`src/rtl/cfgport_pkg.sv`:
```
package cfgport_pkg;
  typedef enum logic [2:0] {
    ST_IDLE     = 3'd0,
    ST_RD_ISSUE = 3'd1,
    ST_RD_WAIT  = 3'd2,
    ST_WR_ISSUE = 3'd3,
    ST_WR_WAIT  = 3'd4
  } seq_state_e;
endpackage

```
`src/rtl/cfgport_timer.sv`:
```
module cfgport_timer #(
  parameter int TIMEOUT_CYCLES = 64
) (
  input  logic clk,
  input  logic rst_n,
  input  logic run,
  output logic expired
);
  localparam int CNT_W = $clog2(TIMEOUT_CYCLES) + 1;
  localparam logic [CNT_W-1:0] LAST = CNT_W'(TIMEOUT_CYCLES - 1);

  logic [CNT_W-1:0] cnt_q, cnt_d;
  logic             cnt_en;

  // counter is cleared whenever the sequencer is not waiting
  always_comb begin
    cnt_en = 1'b1;
    cnt_d  = run ? cnt_q + 1'b1 : '0;
    if (run && cnt_q == LAST) cnt_en = 1'b0;
  end

  always_ff @(posedge clk or negedge rst_n) begin
    if (!rst_n)      cnt_q <= '0;
    else if (cnt_en) cnt_q <= cnt_d;
  end

  assign expired = run && (cnt_q == LAST);
endmodule

```
`src/rtl/cfgport_datapath.sv`:
```
module cfgport_datapath #(
  parameter int AW = 7,
  parameter int DW = 16
) (
  input  logic          clk,
  input  logic          rst_n,
  input  logic          ld_cmd,
  input  logic          cap_rd,
  input  logic          ld_merge,
  input  logic [AW-1:0] cmd_addr,
  input  logic [DW-1:0] cmd_wdata,
  input  logic [DW-1:0] cmd_mask,
  input  logic [DW-1:0] port_rdata,
  output logic [AW-1:0] addr_q,
  output logic [DW-1:0] wdata_q,
  output logic [DW-1:0] rdata_q
);
  logic [DW-1:0] mask_q;
  logic [DW-1:0] merged;

  assign merged = (port_rdata & ~mask_q) | (wdata_q & mask_q);

  always_ff @(posedge clk or negedge rst_n) begin
    if (!rst_n) begin
      addr_q <= '0;
      mask_q <= '0;
    end else if (ld_cmd) begin
      addr_q <= cmd_addr;
      mask_q <= cmd_mask;
    end
  end

  always_ff @(posedge clk or negedge rst_n) begin
    if (!rst_n)        wdata_q <= '0;
    else if (ld_cmd)   wdata_q <= cmd_wdata;
    else if (ld_merge) wdata_q <= merged;
  end

  always_ff @(posedge clk or negedge rst_n) begin
    if (!rst_n)      rdata_q <= '0;
    else if (cap_rd) rdata_q <= port_rdata;
  end
endmodule

```
`src/rtl/cfgport_fsm.sv`:
```
module cfgport_fsm
  import cfgport_pkg::*;
(
  input  logic       clk,
  input  logic       rst_n,
  input  logic       cmd_start,
  input  logic       cmd_write,
  input  logic       cmd_rmw,
  input  logic       port_rdy,
  input  logic       expired,
  output seq_state_e state,
  output logic       ld_cmd,
  output logic       cap_rd,
  output logic       ld_merge,
  output logic       done_q,
  output logic       err_q
);
  seq_state_e state_q, state_d;
  logic       rmw_q;
  logic       finish, abort;

  always_comb begin
    state_d  = state_q;
    ld_cmd   = 1'b0;
    cap_rd   = 1'b0;
    ld_merge = 1'b0;
    finish   = 1'b0;
    abort    = 1'b0;
    unique case (state_q)
      ST_IDLE: begin
        if (cmd_start) begin
          ld_cmd  = 1'b1;
          state_d = (cmd_rmw || !cmd_write) ? ST_RD_ISSUE : ST_WR_ISSUE;
        end
      end
      ST_RD_ISSUE: state_d = ST_RD_WAIT;
      ST_RD_WAIT: begin
        if (port_rdy) begin
          cap_rd = 1'b1;
          if (rmw_q) begin
            ld_merge = 1'b1;
            state_d  = ST_WR_ISSUE;
          end else begin
            finish  = 1'b1;
            state_d = ST_IDLE;
          end
        end else if (expired) begin
          abort   = 1'b1;
          state_d = ST_IDLE;
        end
      end
      ST_WR_ISSUE: state_d = ST_WR_WAIT;
      ST_WR_WAIT: begin
        if (port_rdy) begin
          finish  = 1'b1;
          state_d = ST_IDLE;
        end else if (expired) begin
          abort   = 1'b1;
          state_d = ST_IDLE;
        end
      end
      default: state_d = ST_IDLE;
    endcase
  end

  always_ff @(posedge clk or negedge rst_n) begin
    if (!rst_n) begin
      state_q <= ST_IDLE;
      done_q  <= 1'b0;
      err_q   <= 1'b0;
    end else begin
      state_q <= state_d;
      done_q  <= finish | abort;
      if (abort) err_q <= 1'b1;
    end
  end

  always_ff @(posedge clk or negedge rst_n) begin
    if (!rst_n)      rmw_q <= 1'b0;
    else if (ld_cmd) rmw_q <= cmd_rmw;
  end

  assign state = state_q;
endmodule

```
`src/rtl/cfgport_master.sv`:
```
module cfgport_master
  import cfgport_pkg::*;
#(
  parameter int AW             = 7,
  parameter int DW             = 16,
  parameter int TIMEOUT_CYCLES = 64
) (
  input  logic          clk,
  input  logic          rst_n,
  input  logic          cmd_start,
  input  logic          cmd_write,
  input  logic          cmd_rmw,
  input  logic [AW-1:0] cmd_addr,
  input  logic [DW-1:0] cmd_wdata,
  input  logic [DW-1:0] cmd_mask,
  output logic          cmd_busy,
  output logic          rsp_done,
  output logic [DW-1:0] rsp_rdata,
  output logic          rsp_err,
  output logic          port_en,
  output logic          port_we,
  output logic [AW-1:0] port_addr,
  output logic [DW-1:0] port_wdata,
  input  logic [DW-1:0] port_rdata,
  input  logic          port_rdy
);
  logic [1:0]    rst_sync_q;
  logic          rst_sync_n;
  seq_state_e    state;
  logic          ld_cmd, cap_rd, ld_merge, expired, waiting;
  logic [AW-1:0] addr_q;
  logic [DW-1:0] wdata_q;

  // asynchronous assertion, synchronous release
  always_ff @(posedge clk or negedge rst_n) begin
    if (!rst_n) rst_sync_q <= 2'b00;
    else        rst_sync_q <= {rst_sync_q[0], 1'b1};
  end
  assign rst_sync_n = rst_sync_q[1];

  cfgport_fsm u_fsm (
    .clk      (clk),
    .rst_n    (rst_sync_n),
    .cmd_start(cmd_start),
    .cmd_write(cmd_write),
    .cmd_rmw  (cmd_rmw),
    .port_rdy (port_rdy),
    .expired  (expired),
    .state    (state),
    .ld_cmd   (ld_cmd),
    .cap_rd   (cap_rd),
    .ld_merge (ld_merge),
    .done_q   (rsp_done),
    .err_q    (rsp_err)
  );

  assign waiting = (state == ST_RD_WAIT) || (state == ST_WR_WAIT);

  cfgport_timer #(.TIMEOUT_CYCLES(TIMEOUT_CYCLES)) u_timer (
    .clk    (clk),
    .rst_n  (rst_sync_n),
    .run    (waiting),
    .expired(expired)
  );

  cfgport_datapath #(.AW(AW), .DW(DW)) u_dp (
    .clk       (clk),
    .rst_n     (rst_sync_n),
    .ld_cmd    (ld_cmd),
    .cap_rd    (cap_rd),
    .ld_merge  (ld_merge),
    .cmd_addr  (cmd_addr),
    .cmd_wdata (cmd_wdata),
    .cmd_mask  (cmd_mask),
    .port_rdata(port_rdata),
    .addr_q    (addr_q),
    .wdata_q   (wdata_q),
    .rdata_q   (rsp_rdata)
  );

  assign cmd_busy   = (state != ST_IDLE);
  assign port_en    = (state == ST_RD_ISSUE) || (state == ST_WR_ISSUE);
  assign port_we    = (state == ST_WR_ISSUE);
  assign port_addr  = cmd_busy ? addr_q : '0;
  assign port_wdata = ((state == ST_WR_ISSUE) || (state == ST_WR_WAIT)) ? wdata_q : '0;
endmodule

```
`config.mk`:
```
export PLATFORM = sky130hd
export DESIGN_NAME = cfgport_master
export DESIGN_NICKNAME = d
export VERILOG_FILES = /design/src/rtl/cfgport_pkg.sv /design/src/rtl/cfgport_timer.sv /design/src/rtl/cfgport_datapath.sv /design/src/rtl/cfgport_fsm.sv /design/src/rtl/cfgport_master.sv
export SDC_FILE = /design/constraint.sdc
export NUM_CORES = 1
export LEC_CHECK = 0
export CAP_MARGIN = 40
export CORE_MARGIN = 2
export CORE_UTILIZATION = 49
export DETAILED_ROUTE_END_ITERATION = 8
export GPL_TIMING_DRIVEN = 0
export PLACE_DENSITY_LB_ADDON = 0.25
export SLEW_MARGIN = 10
export SYNTH_ARGS = -nofsm -noshare
export SYNTH_HDL_FRONTEND = slang
export SYNTH_SLANG_ARGS = --single-unit
```
`constraint.sdc`:
```
create_clock -name clk -period 3.5 [get_ports clk]
set_clock_uncertainty 0.2 [all_clocks]
set_input_delay 0.35 -clock clk [delete_from_list [all_inputs] [get_ports clk]]
set_output_delay 0.35 -clock clk [all_outputs]
set_load 0.05 [all_outputs]
```
After elaboration in Yosys (flattened, before gate mapping) --
Index checks and enable logic that the tools add are counted.
Storage, ports and cells: bits in registers 70, output and inout port bits 44, bits of input ports 61
Cells by class: multiplexer cells 25, bitwise operators 5, equality and inequality tests 6, reduce and logical (&&, ||, !) cells 10, add/subtract/negate cells 1
Operator list (count):
- $mux W16 | 3
- $and A16 B16 Y16 | 2
- $not A16 Y16 | 1
- $or A16 B16 Y16 | 1
- $pmux W3 S5 | 1
- $mux W7 | 2
- $mux W1 | 12
- $mux W3 | 4
- $add A7 B1 Y7 const B | 1
- $eq A7 B6 Y1 const B | 1
- $eq A3 B2 Y1 const B | 2
- $logic_or A1 B1 Y1 | 4
- $mux W2 | 2
- $eq A3 B1 Y1 const B | 1
- $eq A3 B3 Y1 const B | 1
- $logic_not A3 Y1 | 1
- $reduce_bool A3 Y1 | 1
- $ne A2 B2 Y1 const B | 1
- $pmux W1 S2 | 1
- $reduce_bool A2 Y1 | 1
- $reduce_or A2 Y1 | 1
- $logic_and A1 B1 Y1 | 1
- $logic_not A1 Y1 | 1
- $or A1 B1 Y1 | 1

Logic depth before layout (Yosys ltp) --
depth after elaboration 7, mapped depth 6, mapped depth without buffers 4

Modules after synthesis --
A second synthesis with hierarchy kept.
Second synthesis, totals: cells, all modules 289, area, all modules 3569.7 um^2
By module, submodules not included:
- cfgport_datapath | area each 2548.7 um^2, instances 1, cells each 186
- cfgport_timer | area each 365.4 um^2, instances 1, cells each 37
- cfgport_master | area each 342.8 um^2, instances 1, cells each 37
- cfgport_fsm | area each 312.8 um^2, instances 1, cells each 29

Worst setup path before layout --
Ideal clock, no wire load.
path type reg2out, from register u_fsm.state_q[2], in the netlist u_fsm.state[2], to output port port_wdata[10], arrival time 2.083 ns, data required time 2.950 ns, slack 0.867 ns, path buffers 1, cell stages (with the launch flop) 5, cell sequence dfrtp_1 -> and3b_1 -> a21oi_1 -> buf_2 -> nor2b_1
On the way: longest elaborated chain between the ends 3, elaborated cells on any way between the ends 4, those cells by class eq/ne (2); mux (1); reduce/logical (1)
Ends and longest elaborated chain:
- start: declaration | line cfgport_fsm.sv:18 | seq_state_e state_q, state_d;
- start signal: assignment | line cfgport_fsm.sv:72 | state_q <= state_d;
- $eq A3 B2 Y1
- net port_we | line cfgport_master.sv:21 | output logic port_we,
- $logic_or A1 B1 Y1 | line cfgport_master.sv:85 | assign port_wdata = ((state == ST_WR_ISSUE) || (state == ST_WR_WAIT)) ? wdata_q : '0;
- $mux W16 | line cfgport_master.sv:85
- end: declaration | line cfgport_master.sv:23 | output logic [DW-1:0] port_wdata,
The timed path passes the listed nets, and every way through them passes these cells.

Final worst setup path --
from register u_fsm.state_q[0], in the netlist u_fsm.state[0], to output port port_wdata[14]
On the way: longest elaborated chain between the ends 3, elaborated cells on any way between the ends 4, those cells by class eq/ne (2); mux (1); reduce/logical (1)
Ends and longest elaborated chain (line):
- $eq A3 B2 Y1 / $eq A3 B3 Y1 (equally long branches) | cfgport_master.sv:85
- $logic_or A1 B1 Y1 * | cfgport_master.sv:85
- $mux W16 * | cfgport_master.sv:85
Every way passes the cells marked *; elsewhere a longest branch is shown, timed or not.

==> results.txt <==
The synthesized cell area came out at 3270 um^2. The total of fill cells in the finished design is 462. In this run the critical register-to-register path is launched from u_fsm.state[2].

Global routing finished with a remaining overflow of 0. The startpoint type of the worst setup path is a flop. The final period utilization came out at 92.5%. The class of the most critical setup path is reg2out. The tightest min-delay check is of the reg2async type.

The number of global-route vias before repair is 3079. The total DRC errors in the routed layout is 6. Synthesis produced 356 cells.

Yosys mapped the design onto 42 distinct sky130hd cell types. The I/O pin count is 105. The master cell of the clock root buffer is clkbuf_8. The number of core rows is 29. The first detailed-routing pass ran for 7 iterations. In this run, synthesis inferred 0 flip-flops with an integrated enable.

The global-route wire length before repair came out at 14.7 mm. The final critical delay including setup and external delays is about 3.2 ns. The number of buffers inserted by post-CTS setup repair is 0. The global routing usage on met2 is 41.2%. Measured against its own limit, the worst slew margin works out to between 40 and 50%.

Summed over all nets, the switching power comes to 0.00200 W. The HPWL after detailed placement came out at about 6.3 mm. The proportion of synthesized chip area in sequential cells is 53.5%. The starting utilization of the core area came out at 51.0%. The total global-route track usage is 25.6%. The most critical setup path has its startpoint at u_fsm.state[0].

The total nets after synthesis is 418. The part of the power in the clock network came out at 17.7%. The logic gate share of total power came out at 51.7%. The number of buffers created by CTS came out at 9.

The routed design has 8.88 mm of wire. At the later pin of the worst-skew pair, clock insertion delay measures 0.35 ns. The fraction of layout instances using a drive strength above 1 came out at roughly 7.5%. The minimum setup slack among reg-to-reg paths is between 1.5 and 2 ns. The overall die width came out at around 86 um. The CTS clock-pin slew for the worst setup and hold paths is 0.07 ns.

Across all layers, the routed design uses around 3000 vias. The routability congestion estimate is 0.817. The met1 usage in global routing is about a third. The critical path ends at port_wdata[14]. For this run, asynchronously set or reset flops after synthesis account for 100%. The number of failing setup endpoints in the final timing report came out at 0.

The final layout net count came out at 535. The depth of the worst register-to-register path came out at 4. The setup TNS after final layout came out at 0 ns. The maximum fanout along the worst path came out at 10. The floorplan step defined a die boundary enclosing 7350 um^2. The max-slew violation count is 0. The DRC marker count from the first detailed-route iteration came out at 171. At the worst endpoint, the required time is 2.95 ns. The post-placement worst setup slack is 0.647 ns. In the final layout, flip-flops and latches occupy 1760 um^2. The floorplan step defined a core boundary enclosing 6420 um^2. The pin count of the biggest net entering global routing is 50.

The final reports fail on DRC. Global routing used 5.77% of the available met3 tracks. The number of antenna violations at the first check in global routing came out at 0.

The multi-input logic area is 1390 um^2. The critical path data arrival time is 2.69 ns. The least setup slack across all paths after layout came out at 0.262 ns. The run finished, with violations left.

The final number of hold-violating endpoints is 0. The total inserted antenna cells is 0. Summed over all cells, the static leakage comes to roughly 2.1 nW. The power density over the cells is 944 nW/um^2. The die height is 85.7 um. The number of routed nets with antenna violations came out at 0. The average footprint of a synthesized cell is a little over 9 um^2. The deepest clock path buffer count is 2. The maximum achievable frequency is between 300 and 400 MHz.

The most used flip-flop cell after synthesis is dfrtp_1. The growth of design area from synthesis to finish came out at 43.3%. The number of synthesis warnings came out at 0. The sequential cell fraction of total power is 30.6%. The net switching share of the total power came out at between 40% and 50%.

The TritonCTS clock tree is built. STA classifies the critical path endpoint as an output port. The total of flip-flops plus latches after synthesis is 70. The reported max-cap violation count is 0.

Setup repair after global routing left no endpoint under its margin. The H-tree was split into 3 levels. The number of buffers inserted by port buffering is 104. The average wire per cell in the routed design is 16.0 um. The actual slew at the worst max-slew pin came out at between 0.8 and 0.9 ns. The internal portion of the total power is 0.00243 W.

The worst IR drop on VDD came out at 475 uV. CTS saw 70 sinks. The layer flagged by global routing as most heavily used is met2. Dividing the detail-routed via count by the number of cells gives 5.47.
==> what timing repair did <==
item,4_1_cts,5_1_grt
endpoints found under the hold margin,2,0
hold buffers,1,0
gates resized for setup,0,0
==> synth_stat cells (2+ instances only) <==
| cell | count | share of area, % |
|---|---|---|
| a211oi_1 | 3 | 0.69 |
| a21oi_1 | 7 | 1.1 |
| a31o_2 | 2 | 0.54 |
| buf_2 | 8 | 1.2 |
| buf_4 | 4 | 0.92 |
| clkbuf_1 | 9 | 1.0 |
| dfrtp_1 | 70 | 53 |
| inv_1 | 6 | 0.69 |
| nand2_1 | 138 | 16 |
| nand2b_1 | 2 | 0.38 |
| nand3_1 | 18 | 2.8 |
| nand4b_1 | 16 | 4.3 |
| nor2_1 | 2 | 0.23 |
| nor2b_1 | 24 | 4.6 |
| nor3_1 | 5 | 0.76 |
| o21ai_0 | 2 | 0.31 |
| o311ai_0 | 5 | 1.3 |
| o311ai_1 | 11 | 2.9 |
==> power groups by stage <==
stage / combinational (W) / sequential [W] / clock [W]
floorplan: 0.00126 / 0.00164 / 0
global placement: 0.00222 / 0.00136 / 0
detailed placement: 0.00229 / 0.00136 / 0
CTS: 0.00230 / 0.00135 / 0.000789
global route: 0.00246 / 0.00140 / 0.000824
finish: 0.00229 / 0.00136 / 0.000783
==> final cells by class <==
type | count | share of cell area [%]
Buffer | 22 | 2.45
Clock buffer | 10 | 2.72
Clock inverter | 6 | 2.35
Inverter | 6 | 0.480
Multi-Input combinational cell | 258 | 29.5
Sequential cell | 70 | 37.4
Tap cell | 77 | 2.05
Timing Repair Buffer | 106 | 23.0
==> how the worst min path moves through the flow <==
| stage | slack (ns) | cells after the start | end |
|---|---|---|---|
| 3_3_place_gp | 0.14 | 0 | rst_sync_q[1] |
| 2_1_floorplan | -0.15 | 0 | rst_sync_q[0] |
| 5_1_grt | 0.04 | 0 | u_dp.mask_q[0] |
| 4_1_cts | 0.03 | 0 | u_dp.addr_q[2] |
| 6_report | 0.02 | 0 | u_dp.addr_q[3] |
| 3_5_place_dp | 0.02 | 0 | u_dp.addr_q[3] |
==> metal layers <==
| layer | up-vias | part of all wire [%] |
|---|---|---|
| li1 | 1442 | - |
| met1 | 1471 | 43 |
| met2 | 107 | 49 |
| met3 | 14 | 7.1 |
| met4 | 0 | 1.4 |
| met5 | - | 0 |
==> kinds of logic after synthesis <==
kind of cell    share of synthesized area (%)
compound gates                           8.41
xor+xnor                                0.764
fa+ha+maj                               0.382
buf+inv                                  4.20
flops                                    53.5
mux                                     0.306
other cells                             0.115
simple gates                             32.3
==> placed cells by master (no fill, tap or decap), types with 2 or more instances in the layout <==
master / count
nand2_1: 138
clkdlybuf4s50_1: 104
dfrtp_1: 69
nor2b_1: 24
nand3_1: 18
nand4b_1: 16
o311ai_1: 11
clkbuf_1: 10
clkbuf_8: 9
buf_2: 8
a21oi_1: 7
inv_1: 6
nor3_1: 5
o311ai_0: 5
buf_4: 4
a211oi_1: 3
bufinv_16: 3
nor2_1: 2
nand2b_1: 2
a31o_2: 2
o21ai_0: 2
clkinvlp_4: 2
==> worst max-delay path, stage by stage, from the launching register on <==
cell,delay (ns)
dfrtp_1,0.43
buf_2,0.23
nor2_1,0.07
a21oi_1,0.46
buf_2,0.34
nor2b_1,0.09
clkdlybuf4s50_1,0.70
==> through the flow <==
step | instance area, um^2 | util (%) | std cells | power, W | hold WS, ns
after floorplan | 3270 | - | 356 | 0.00290 | -0.146
after CTS | 4690 | 73.0 | 555 | 0.00445 | 0.0317
final | 4690 | 73.0 | 555 | 0.00443 | 0.0211
after detailed placement | 4440 | 69.2 | 538 | 0.00365 | 0.0215
after global placement | 4410 | 68.7 | 537 | 0.00358 | 0.139
after global routing | 4690 | 73.0 | 555 | 0.00469 | 0.0442
Power figures use the tool's default switching activity.
